--- src/rtl/i2cm_pkg.sv ---
package i2cm_pkg;

   typedef enum logic [2:0] {
      RI_CTRL = 3'd0,
      RI_STAT = 3'd1,
      RI_LEN  = 3'd2,
      RI_TADR = 3'd3,
      RI_DATA = 3'd4,
      RI_DIV  = 3'd5,
      RI_DLY  = 3'd6,
      RI_TMO  = 3'd7
   } reg_idx_e;

   // control word bit positions
   localparam int CB_RNW   = 0;
   localparam int CB_FLSHA = 4;
   localparam int CB_FLSHB = 5;
   localparam int CB_GO    = 7;
   localparam int CB_IEDN  = 8;
   localparam int CB_IETX  = 9;
   localparam int CB_IERX  = 10;
   localparam int CB_EN    = 15;

   // status word bit positions
   localparam int SB_BUSY = 0;
   localparam int SB_DONE = 1;
   localparam int SB_TXLO = 2;
   localparam int SB_RXHI = 3;
   localparam int SB_ROOM = 4;
   localparam int SB_DATA = 5;
   localparam int SB_EMPT = 6;
   localparam int SB_FULL = 7;
   localparam int SB_NACK = 8;
   localparam int SB_TMO  = 9;

endpackage

--- src/rtl/i2cm_fifo.sv ---
module i2cm_fifo #(
   parameter int DEPTH = 16,
   parameter int W     = 8,
   localparam int PW   = $clog2(DEPTH)
) (
   input  logic          clk,
   input  logic          rst_n,
   input  logic          flush,
   input  logic          push,
   input  logic [W-1:0]  wdata,
   input  logic          pop,
   output logic [W-1:0]  head,
   output logic [PW:0]   level,
   output logic          empty,
   output logic          full
);

   logic [W-1:0]  mem [DEPTH];
   logic [PW-1:0] wp, rp;
   logic          push_ok, pop_ok;

   assign empty   = (level == '0);
   assign full    = (level == (PW+1)'(DEPTH));
   assign push_ok = push && !full && !flush;
   assign pop_ok  = pop && !empty && !flush;
   assign head    = mem[rp];

   for (genvar i = 0; i < DEPTH; i++) begin : g_cell
      always_ff @(posedge clk or negedge rst_n) begin
         if (!rst_n)
            mem[i] <= '0;
         else if (push_ok && (wp == PW'(i)))
            mem[i] <= wdata;
      end
   end

   always_ff @(posedge clk or negedge rst_n) begin
      if (!rst_n) begin
         wp    <= '0;
         rp    <= '0;
         level <= '0;
      end else if (flush) begin
         wp    <= '0;
         rp    <= '0;
         level <= '0;
      end else begin
         if (push_ok) wp <= wp + 1'b1;
         if (pop_ok)  rp <= rp + 1'b1;
         case ({push_ok, pop_ok})
            2'b10:   level <= level + 1'b1;
            2'b01:   level <= level - 1'b1;
            default: level <= level;
         endcase
      end
   end

endmodule

--- src/rtl/i2cm_len_ctr.sv ---
module i2cm_len_ctr #(
   parameter int LEN_W = 16
) (
   input  logic             clk,
   input  logic             rst_n,
   input  logic             load,
   input  logic [LEN_W-1:0] load_val,
   input  logic             dec,
   output logic [LEN_W-1:0] count,
   output logic             last
);

   assign last = (count == LEN_W'(1));

   always_ff @(posedge clk or negedge rst_n) begin
      if (!rst_n)
         count <= '0;
      else if (load)
         count <= load_val;
      else if (dec && (count != '0))
         count <= count - 1'b1;
   end

endmodule

--- src/rtl/i2cm_irq_gen.sv ---
module i2cm_irq_gen #(
   parameter bit REG_OUT = 1'b0
) (
   input  logic clk,
   input  logic rst_n,
   input  logic done,
   input  logic tx_low,
   input  logic rx_high,
   input  logic ie_done,
   input  logic ie_tx,
   input  logic ie_rx,
   output logic irq
);

   logic req;
   assign req = (done && ie_done) || (tx_low && ie_tx) || (rx_high && ie_rx);

   if (REG_OUT) begin : g_reg
      logic irq_q;
      always_ff @(posedge clk or negedge rst_n) begin
         if (!rst_n) irq_q <= 1'b0;
         else        irq_q <= req;
      end
      assign irq = irq_q;
   end else begin : g_comb
      logic unused_clk;
      assign unused_clk = clk ^ rst_n;
      assign irq = req;
   end

endmodule

--- src/rtl/i2cm_csr_fifo.sv ---
module i2cm_csr_fifo
   import i2cm_pkg::*;
#(
   parameter int           FIFO_DEPTH = 16,
   parameter int           LEN_W      = 16,
   parameter int           TADR_W     = 7,
   parameter bit           IRQ_REG    = 1'b0,
   parameter logic [15:0]  DIV_RST    = 16'h05DC,
   parameter logic [31:0]  DLY_RST    = 32'h0030_0030,
   parameter logic [15:0]  TMO_RST    = 16'h0040
) (
   input  logic              clk,
   input  logic              rst_n,
   input  logic              bus_wr,
   input  logic              bus_rd,
   input  logic [2:0]        bus_addr,
   input  logic [31:0]       bus_wdata,
   output logic [31:0]       bus_rdata,
   output logic              irq,
   output logic              eng_start,
   output logic              eng_rstart,
   output logic              eng_rnw,
   output logic              eng_busy,
   output logic              eng_abort,
   output logic [TADR_W-1:0] eng_addr,
   output logic [15:0]       eng_div,
   output logic [15:0]       eng_fall_dly,
   output logic [15:0]       eng_rise_dly,
   output logic [15:0]       eng_stretch_lim,
   output logic [7:0]        eng_tx_data,
   output logic              eng_tx_avail,
   output logic              eng_rx_space,
   input  logic              eng_ack,
   input  logic [7:0]        eng_rx_data,
   input  logic              eng_nack,
   input  logic              eng_tmo
);

   localparam int PW      = $clog2(FIFO_DEPTH);
   localparam int TX_LIM  = FIFO_DEPTH / 4;
   localparam int RX_LIM  = FIFO_DEPTH - FIFO_DEPTH / 4;

   if (FIFO_DEPTH < 4 || (FIFO_DEPTH & (FIFO_DEPTH - 1)) != 0) begin : g_bad_depth
      $error("FIFO_DEPTH must be a power of two of at least 4");
   end
   if (LEN_W < 1 || LEN_W > 16) begin : g_bad_len
      $error("LEN_W must lie in 1..16");
   end
   if (TADR_W < 1 || TADR_W > 16) begin : g_bad_tadr
      $error("TADR_W must lie in 1..16");
   end

   // register file
   logic              rnw_q, ie_done_q, ie_tx_q, ie_rx_q, en_q;
   logic [LEN_W-1:0]  len_q;
   logic [TADR_W-1:0] tadr_q;
   logic [15:0]       div_q;
   logic [31:0]       dly_q;
   logic [15:0]       tmo_q;

   // transfer state
   logic busy_q, done_q, nack_q, tmo_flag_q;
   logic start_q, rstart_q, abort_q;

   logic wr_ctrl, wr_stat, wr_data, rd_data;
   logic go, go_run, flush, err_evt, acc, fin;
   logic fifo_push, fifo_pop;
   logic [7:0] fifo_wdata, fifo_head;
   logic [PW:0] fifo_level;
   logic fifo_empty, fifo_full;
   logic [LEN_W-1:0] remain;
   logic remain_last;
   logic tx_low, rx_high;

   assign wr_ctrl = bus_wr && (bus_addr == RI_CTRL);
   assign wr_stat = bus_wr && (bus_addr == RI_STAT);
   assign wr_data = bus_wr && (bus_addr == RI_DATA);
   assign rd_data = bus_rd && (bus_addr == RI_DATA);

   assign go      = wr_ctrl && bus_wdata[CB_GO] && bus_wdata[CB_EN];
   assign go_run  = go && (len_q != '0);
   assign flush   = wr_ctrl && (bus_wdata[CB_FLSHA] || bus_wdata[CB_FLSHB]);
   assign err_evt = busy_q && (eng_nack || eng_tmo);
   assign acc     = eng_ack && busy_q && (rnw_q ? !fifo_full : !fifo_empty);
   assign fin     = acc && remain_last;

   // engine has priority on both FIFO ports
   assign fifo_push  = (acc && rnw_q) || wr_data;
   assign fifo_wdata = (acc && rnw_q) ? eng_rx_data : bus_wdata[7:0];
   assign fifo_pop   = (acc && !rnw_q) || rd_data;

   i2cm_fifo #(.DEPTH(FIFO_DEPTH), .W(8)) u_fifo (
      .clk   (clk),
      .rst_n (rst_n),
      .flush (flush),
      .push  (fifo_push),
      .wdata (fifo_wdata),
      .pop   (fifo_pop),
      .head  (fifo_head),
      .level (fifo_level),
      .empty (fifo_empty),
      .full  (fifo_full)
   );

   i2cm_len_ctr #(.LEN_W(LEN_W)) u_len (
      .clk      (clk),
      .rst_n    (rst_n),
      .load     (go),
      .load_val (len_q),
      .dec      (acc),
      .count    (remain),
      .last     (remain_last)
   );

   assign tx_low  = busy_q && !rnw_q && (fifo_level < (PW+1)'(TX_LIM));
   assign rx_high = busy_q &&  rnw_q && (fifo_level >= (PW+1)'(RX_LIM));

   i2cm_irq_gen #(.REG_OUT(IRQ_REG)) u_irq (
      .clk     (clk),
      .rst_n   (rst_n),
      .done    (done_q),
      .tx_low  (tx_low),
      .rx_high (rx_high),
      .ie_done (ie_done_q),
      .ie_tx   (ie_tx_q),
      .ie_rx   (ie_rx_q),
      .irq     (irq)
   );

   // configuration registers
   always_ff @(posedge clk or negedge rst_n) begin
      if (!rst_n) begin
         rnw_q     <= 1'b0;
         ie_done_q <= 1'b0;
         ie_tx_q   <= 1'b0;
         ie_rx_q   <= 1'b0;
         en_q      <= 1'b0;
         len_q     <= '0;
         tadr_q    <= '0;
         div_q     <= {DIV_RST[15:1], 1'b0};
         dly_q     <= DLY_RST;
         tmo_q     <= TMO_RST;
      end else if (bus_wr) begin
         case (bus_addr)
            RI_CTRL: begin
               rnw_q     <= bus_wdata[CB_RNW];
               ie_done_q <= bus_wdata[CB_IEDN];
               ie_tx_q   <= bus_wdata[CB_IETX];
               ie_rx_q   <= bus_wdata[CB_IERX];
               en_q      <= bus_wdata[CB_EN];
            end
            RI_LEN:  len_q  <= bus_wdata[LEN_W-1:0];
            RI_TADR: tadr_q <= bus_wdata[TADR_W-1:0];
            RI_DIV:  div_q  <= {bus_wdata[15:1], 1'b0};
            RI_DLY:  dly_q  <= bus_wdata;
            RI_TMO:  tmo_q  <= bus_wdata[15:0];
            default: ;
         endcase
      end
   end

   // transfer state and sticky flags
   always_ff @(posedge clk or negedge rst_n) begin
      if (!rst_n) begin
         busy_q     <= 1'b0;
         done_q     <= 1'b0;
         nack_q     <= 1'b0;
         tmo_flag_q <= 1'b0;
         start_q    <= 1'b0;
         rstart_q   <= 1'b0;
         abort_q    <= 1'b0;
      end else begin
         start_q  <= go_run;
         rstart_q <= go_run && busy_q;
         abort_q  <= err_evt && !go;

         if (go)           busy_q <= go_run;
         else if (err_evt) busy_q <= 1'b0;
         else if (fin)     busy_q <= 1'b0;

         if ((go && !go_run) || fin || err_evt)
            done_q <= 1'b1;
         else if (wr_stat && bus_wdata[SB_DONE])
            done_q <= 1'b0;

         if (busy_q && eng_nack)
            nack_q <= 1'b1;
         else if (wr_stat && bus_wdata[SB_NACK])
            nack_q <= 1'b0;

         if (busy_q && eng_tmo)
            tmo_flag_q <= 1'b1;
         else if (wr_stat && bus_wdata[SB_TMO])
            tmo_flag_q <= 1'b0;
      end
   end

   // read mux
   logic [31:0] ctrl_word, stat_word;

   always_comb begin
      ctrl_word            = '0;
      ctrl_word[CB_RNW]    = rnw_q;
      ctrl_word[CB_IEDN]   = ie_done_q;
      ctrl_word[CB_IETX]   = ie_tx_q;
      ctrl_word[CB_IERX]   = ie_rx_q;
      ctrl_word[CB_EN]     = en_q;

      stat_word            = '0;
      stat_word[SB_BUSY]   = busy_q;
      stat_word[SB_DONE]   = done_q;
      stat_word[SB_TXLO]   = tx_low;
      stat_word[SB_RXHI]   = rx_high;
      stat_word[SB_ROOM]   = !fifo_full;
      stat_word[SB_DATA]   = !fifo_empty;
      stat_word[SB_EMPT]   = fifo_empty;
      stat_word[SB_FULL]   = fifo_full;
      stat_word[SB_NACK]   = nack_q;
      stat_word[SB_TMO]    = tmo_flag_q;
   end

   always_comb begin
      case (bus_addr)
         RI_CTRL: bus_rdata = ctrl_word;
         RI_STAT: bus_rdata = stat_word;
         RI_LEN:  bus_rdata = 32'(len_q);
         RI_TADR: bus_rdata = 32'(tadr_q);
         RI_DATA: bus_rdata = fifo_empty ? 32'h0 : {24'h0, fifo_head};
         RI_DIV:  bus_rdata = {16'h0, div_q};
         RI_DLY:  bus_rdata = dly_q;
         default: bus_rdata = {16'h0, tmo_q};
      endcase
   end

   // engine side
   assign eng_start       = start_q;
   assign eng_rstart      = rstart_q;
   assign eng_rnw         = rnw_q;
   assign eng_busy        = busy_q;
   assign eng_abort       = abort_q;
   assign eng_addr        = tadr_q;
   assign eng_div         = div_q;
   assign eng_fall_dly    = dly_q[31:16];
   assign eng_rise_dly    = dly_q[15:0];
   assign eng_stretch_lim = tmo_q;
   assign eng_tx_data     = fifo_head;
   assign eng_tx_avail    = busy_q && !rnw_q && !fifo_empty;
   assign eng_rx_space    = busy_q && rnw_q && !fifo_full;

   logic unused_bits;
   assign unused_bits = ^remain;

endmodule

--- config.mk ---
export PLATFORM = sky130hd
export DESIGN_NAME = i2cm_csr_fifo
export DESIGN_NICKNAME = d
export VERILOG_FILES = /design/src/rtl/i2cm_pkg.sv /design/src/rtl/i2cm_fifo.sv /design/src/rtl/i2cm_len_ctr.sv /design/src/rtl/i2cm_irq_gen.sv /design/src/rtl/i2cm_csr_fifo.sv
export SDC_FILE = /design/constraint.sdc
export NUM_CORES = 1
export LEC_CHECK = 0
export BUFFER_PORTS_ARGS = -buffer_cell sky130_fd_sc_hd__buf_4
export CELL_PAD_IN_SITES_DETAIL_PLACEMENT = 2
export CELL_PAD_IN_SITES_GLOBAL_PLACEMENT = 2
export CORE_MARGIN = 2
export CORE_UTILIZATION = 36
export DETAILED_ROUTE_END_ITERATION = 6
export GPL_ROUTABILITY_DRIVEN = 1
export GPL_TIMING_DRIVEN = 0
export PLACE_DENSITY = 0.82
export SYNTH_ARGS = -nofsm -noshare
export SYNTH_HDL_FRONTEND = slang
export SYNTH_HIERARCHICAL = 1
export SYNTH_SLANG_ARGS = --single-unit
--- constraint.sdc ---
create_clock -name clk -period 3.3 [get_ports clk]
set_input_delay 0.495 -clock clk [delete_from_list [all_inputs] [get_ports clk]]
set_output_delay 0.495 -clock clk [all_outputs]
set_load 0.02 [all_outputs]
==> results_dict.tcl <==
set metrics [dict create \
    wire_per_inst_um 29.2 \
    avgSynthCellArea_um2 13.0 \
    skew_ps 27.3 \
    synth-seq-cells 255 \
    core_area_um2 36600 \
    worstPathCellList "buf_12, mux2i_1, a221oi_4, o21ai_1, nand2_2, or4b_4, a2bb2oi_2, a221o_1, buf_6" \
    grt_use_total_pct 26.2 \
    internal_power_mw 8.51 \
    antenna_found_initial 0 \
    synthTopCellsByArea "dfrtp_1 45%, mux2_2 14%, mux2_4 7.3%" \
    p_per_area_nw_per_um2 789 \
    wl_um 51500 \
    maxSlewHeadroom_pct 47.0 \
    dp_hpwl_um 32900 \
    p_clk_share_pct 25.3 \
    antenna_cells 0 \
    clock.fmax_mhz 277 \
    cts_buffers 30 \
    r2r-start "u_fifo/level[0]" \
    slew_violations 0 \
    combPwrFrac_pct 40.4 \
    fin_ws_ps -305 \
    tightest_slew_ps 793 \
    ys_seq_area_share_pct 47.8 \
    setup_viol 8 \
    status "complete, but fails checks" \
    synthMuxAreaShare_pct 27.9 \
    end_kind "output pin" \
    cts_buffer_depth 3 \
    hp-class "in -> reg" \
    nFillCells 3548 \
    cp.buffers_inverters 2 \
    synthSimpleGateAreaFrac_pct 10.2 \
    hold_viol_final 0 \
    synth_top_area_share_pct 45.5 \
    numPortBuffers 166 \
    clkLatencyLatePin_ps 590 \
    period_share_pct 109 \
    drv_cap 0 \
    initial_utilization_pct 36.5 \
    syn-cell-area_um2 13400 \
    grt_pass1_vias 11600 \
    violations "negative setup slack" \
    crit_fanout 7 \
    swShare_pct 37.5 \
    synth_compound_area_share_pct 8.59 \
    ys_async_sr_fraction_pct 100 \
    drt-vias-per-instance 5.71 \
    vdd_drop_max_uv 454 \
    gp_congestion 0.840 \
    period_needed_ps 3610 \
    cts_sinks 255 \
    leakage_nw 7.94 \
    start_kind "flop" \
    die_x_um 197 \
    synth_adder_area_share_pct 1.09 \
    synthFlopType "dfrtp_1" \
    synth-edff-count 0 \
    syn2layout_area_growth_pct 28.8 \
    gr-total-overflow 0 \
    synth_top_family_by_area "multiplexers" \
    synth_warnings 6 \
    cts-root-buf "clkbuf_16" \
    critical_path_class "reg -> out" \
    yosysTopAreaCell "dfrtp_1" \
    htreeDepth 1 \
    rsz0062_at_grt "yes" \
    startpoint "u_fifo/rp[0]" \
    path_delay_family "compound AO/OA/AOI/OAI gates" \
    dieArea_um2 38700 \
    layout-drive-gt1-share_pct 53.6 \
    dr.pass1.iters 5 \
    drc_errors 0 \
    p_sw_mw 5.10 \
    path_clk_slew_ps 70 \
    die_h_um 197 \
    cp_slowest_stage_delay_ps 510 \
    vias 10100 \
    slowest_stage "dfrtp_2" \
    cts_tree "built" \
    ioPinCount 169 \
    p_seq_share_pct 34.3 \
    synth_fp_nets 1088 \
    synthCells 1027 \
    synth_xor_area_share_pct 0.589 \
    cp_data_required_time_ps 2800 \
    hold_start "bus_wdata[28]" \
    fin_nets 1334 \
    setup_tns_ps -1550 \
    ys_types 96 \
    grt_max_degree 123 \
    grt_pass1_wl_um 76400 \
    final_cells 1765 \
    worst-endpoint-arrival_ps 3110 \
    drt_iter0_markers 552 \
    ant_nets 0 \
    placedCellCount 1663 \
    num_rows 70 \
]
## cell usage after synthesis, types with 7 or more instances
master	number
ha_1	10
nor3_1	7
a22oi_1	12
buf_6	11
o21ai_0	33
nor2b_1	7
mux2_4	65
clkbuf_1	26
mux2i_1	29
mux2_1	14
a21oi_1	22
nand3_1	11
buf_4	11
mux4_2	17
and3_1	12
a221oi_1	12
and2_1	22
dfrtp_1	243
nor2_1	31
or4_1	7
dfstp_2	12
nand2_1	42
mux2_2	171
a21boi_0	7
inv_1	16
buf_2	20
## through the flow
| step | utilization [%] | setup WS (ps) | hold WS (ps) | total power [mW] | area (um2) |
|---|---|---|---|---|---|
| floorplan | - | 27.7 | 199 | 7.11 | 13400 |
| global placement | 41.5 | -764 | 466 | 8.64 | 15200 |
| detailed placement | 41.7 | -860 | 367 | 8.90 | 15300 |
| CTS | 46.3 | -205 | 118 | 13.1 | 17000 |
| global route | 47.1 | -350 | 128 | 14.1 | 17200 |
| finish | 47.1 | -305 | 139 | 13.6 | 17200 |
## cell families after synthesis
group           after synthesis
fa+ha+maj                    11
other cells                   1
buf+inv                      90
simple gates                207
compound gates              158
xor+xnor                      9
mux                         296
flops                       255
## state kept, by name (all words and copies together), names as in the netlist, 4 cells and up
| register | flops |
|---|---|
| u_len/count | 16 |
| eng_stretch_lim | 16 |
| u_fifo/rp | 4 |
| eng_addr | 7 |
| len_q | 16 |
| u_fifo/wp | 4 |
| u_fifo/mem | 128 |
| dly_q | 32 |
| eng_div | 15 |
| u_fifo/level | 5 |
## power groups by stage
stage                     combinational [mW]  clock [mW]  sequential (mW)
after floorplan                         2.54           0             4.57
after global placement                  4.13           0             4.52
after detailed placement                4.31           0             4.58
after CTS                               5.05        3.48             4.59
after global routing                    5.75        3.62             4.73
final                                   5.49        3.44             4.67
## worst paths after layout
path,end,slack [ps],cells after the start
worst max-delay path,bus_rdata[4],-310,9
worst min-delay path,dly_q[28],140,2
worst max register to register,u_fifo/level[3],70,17
worst min register to register,u_fifo/mem[10],500,1
max in group asynchronous,u_fifo/mem[26],1540,4
min in group asynchronous,u_len/count[15],370,2
## per-layer routing
| layer | vias up | share of wire (%) | global-route usage, % | wire, um |
|---|---|---|---|---|
| met2 | 314 | 52 | 48.1 | 27000 |
| met3 | 105 | 4.7 | 4.52 | 2400 |
| met1 | 5358 | 39 | 30.7 | 20300 |
| met5 | - | 0 | 0 | 0 |
| li1 | 4296 | - | - | - |
| met4 | 0 | 3.5 | 9.55 | 1810 |
## placed cells by master (no fill, tap or decap), drive strengths merged, types with 4 or more instances in the layout
cell / synthesis / final
o211ai: 4 / 4
nor3b: 6 / 6
o21a: 4 / 4
a21o: 6 / 6
a22oi: 12 / 12
nand3: 19 / 19
and3b: 4 / 4
and3: 12 / 12
nor2b: 8 / 8
o21ai: 34 / 34
ha: 10 / 10
nand2: 44 / 44
nand2b: 6 / 6
xor2: 6 / 6
clkbuf: 27 / 58
mux4: 17 / 17
dfrtp: 243 / 243
a221oi: 12 / 12
a22o: 4 / 4
inv: 17 / 18
a2bb2oi: 4 / 4
and2: 23 / 23
nor3: 8 / 8
a21oi: 22 / 22
o22ai: 6 / 6
nor4b: 4 / 4
dfstp: 12 / 12
nor2: 33 / 33
nor4: 11 / 11
nand4: 7 / 7
or4: 7 / 7
mux2i: 29 / 29
o22a: 6 / 6
clkinv: 1 / 16
buf: 45 / 263
mux2: 250 / 250
a31oi: 5 / 5
a21boi: 8 / 8
## what timing repair did
item / 4_1_cts / 5_1_grt
setup endpoints to repair: 149 / 11
buffers inserted: 28 / 20
gates resized for setup: 129 / 31
endpoints found under the hold margin: 26 / 0
hold buffers: 1 / 0
pin swaps: 31 / 22
## final cells by class
type | count | area [um2] | area share, %
Buffer | 69 | 566 | 3.28
Inverter | 18 | 70.1 | 0.407
Tap cell | 468 | 586 | 3.40
Sequential cell | 255 | 6400 | 37.2
Timing Repair Buffer | 217 | 1720 | 10.0
Clock inverter | 20 | 206 | 1.20
Multi-Input combinational cell | 682 | 6870 | 39.9
Clock buffer | 36 | 803 | 4.66
Note: power is estimated with default switching activity, not from simulation.
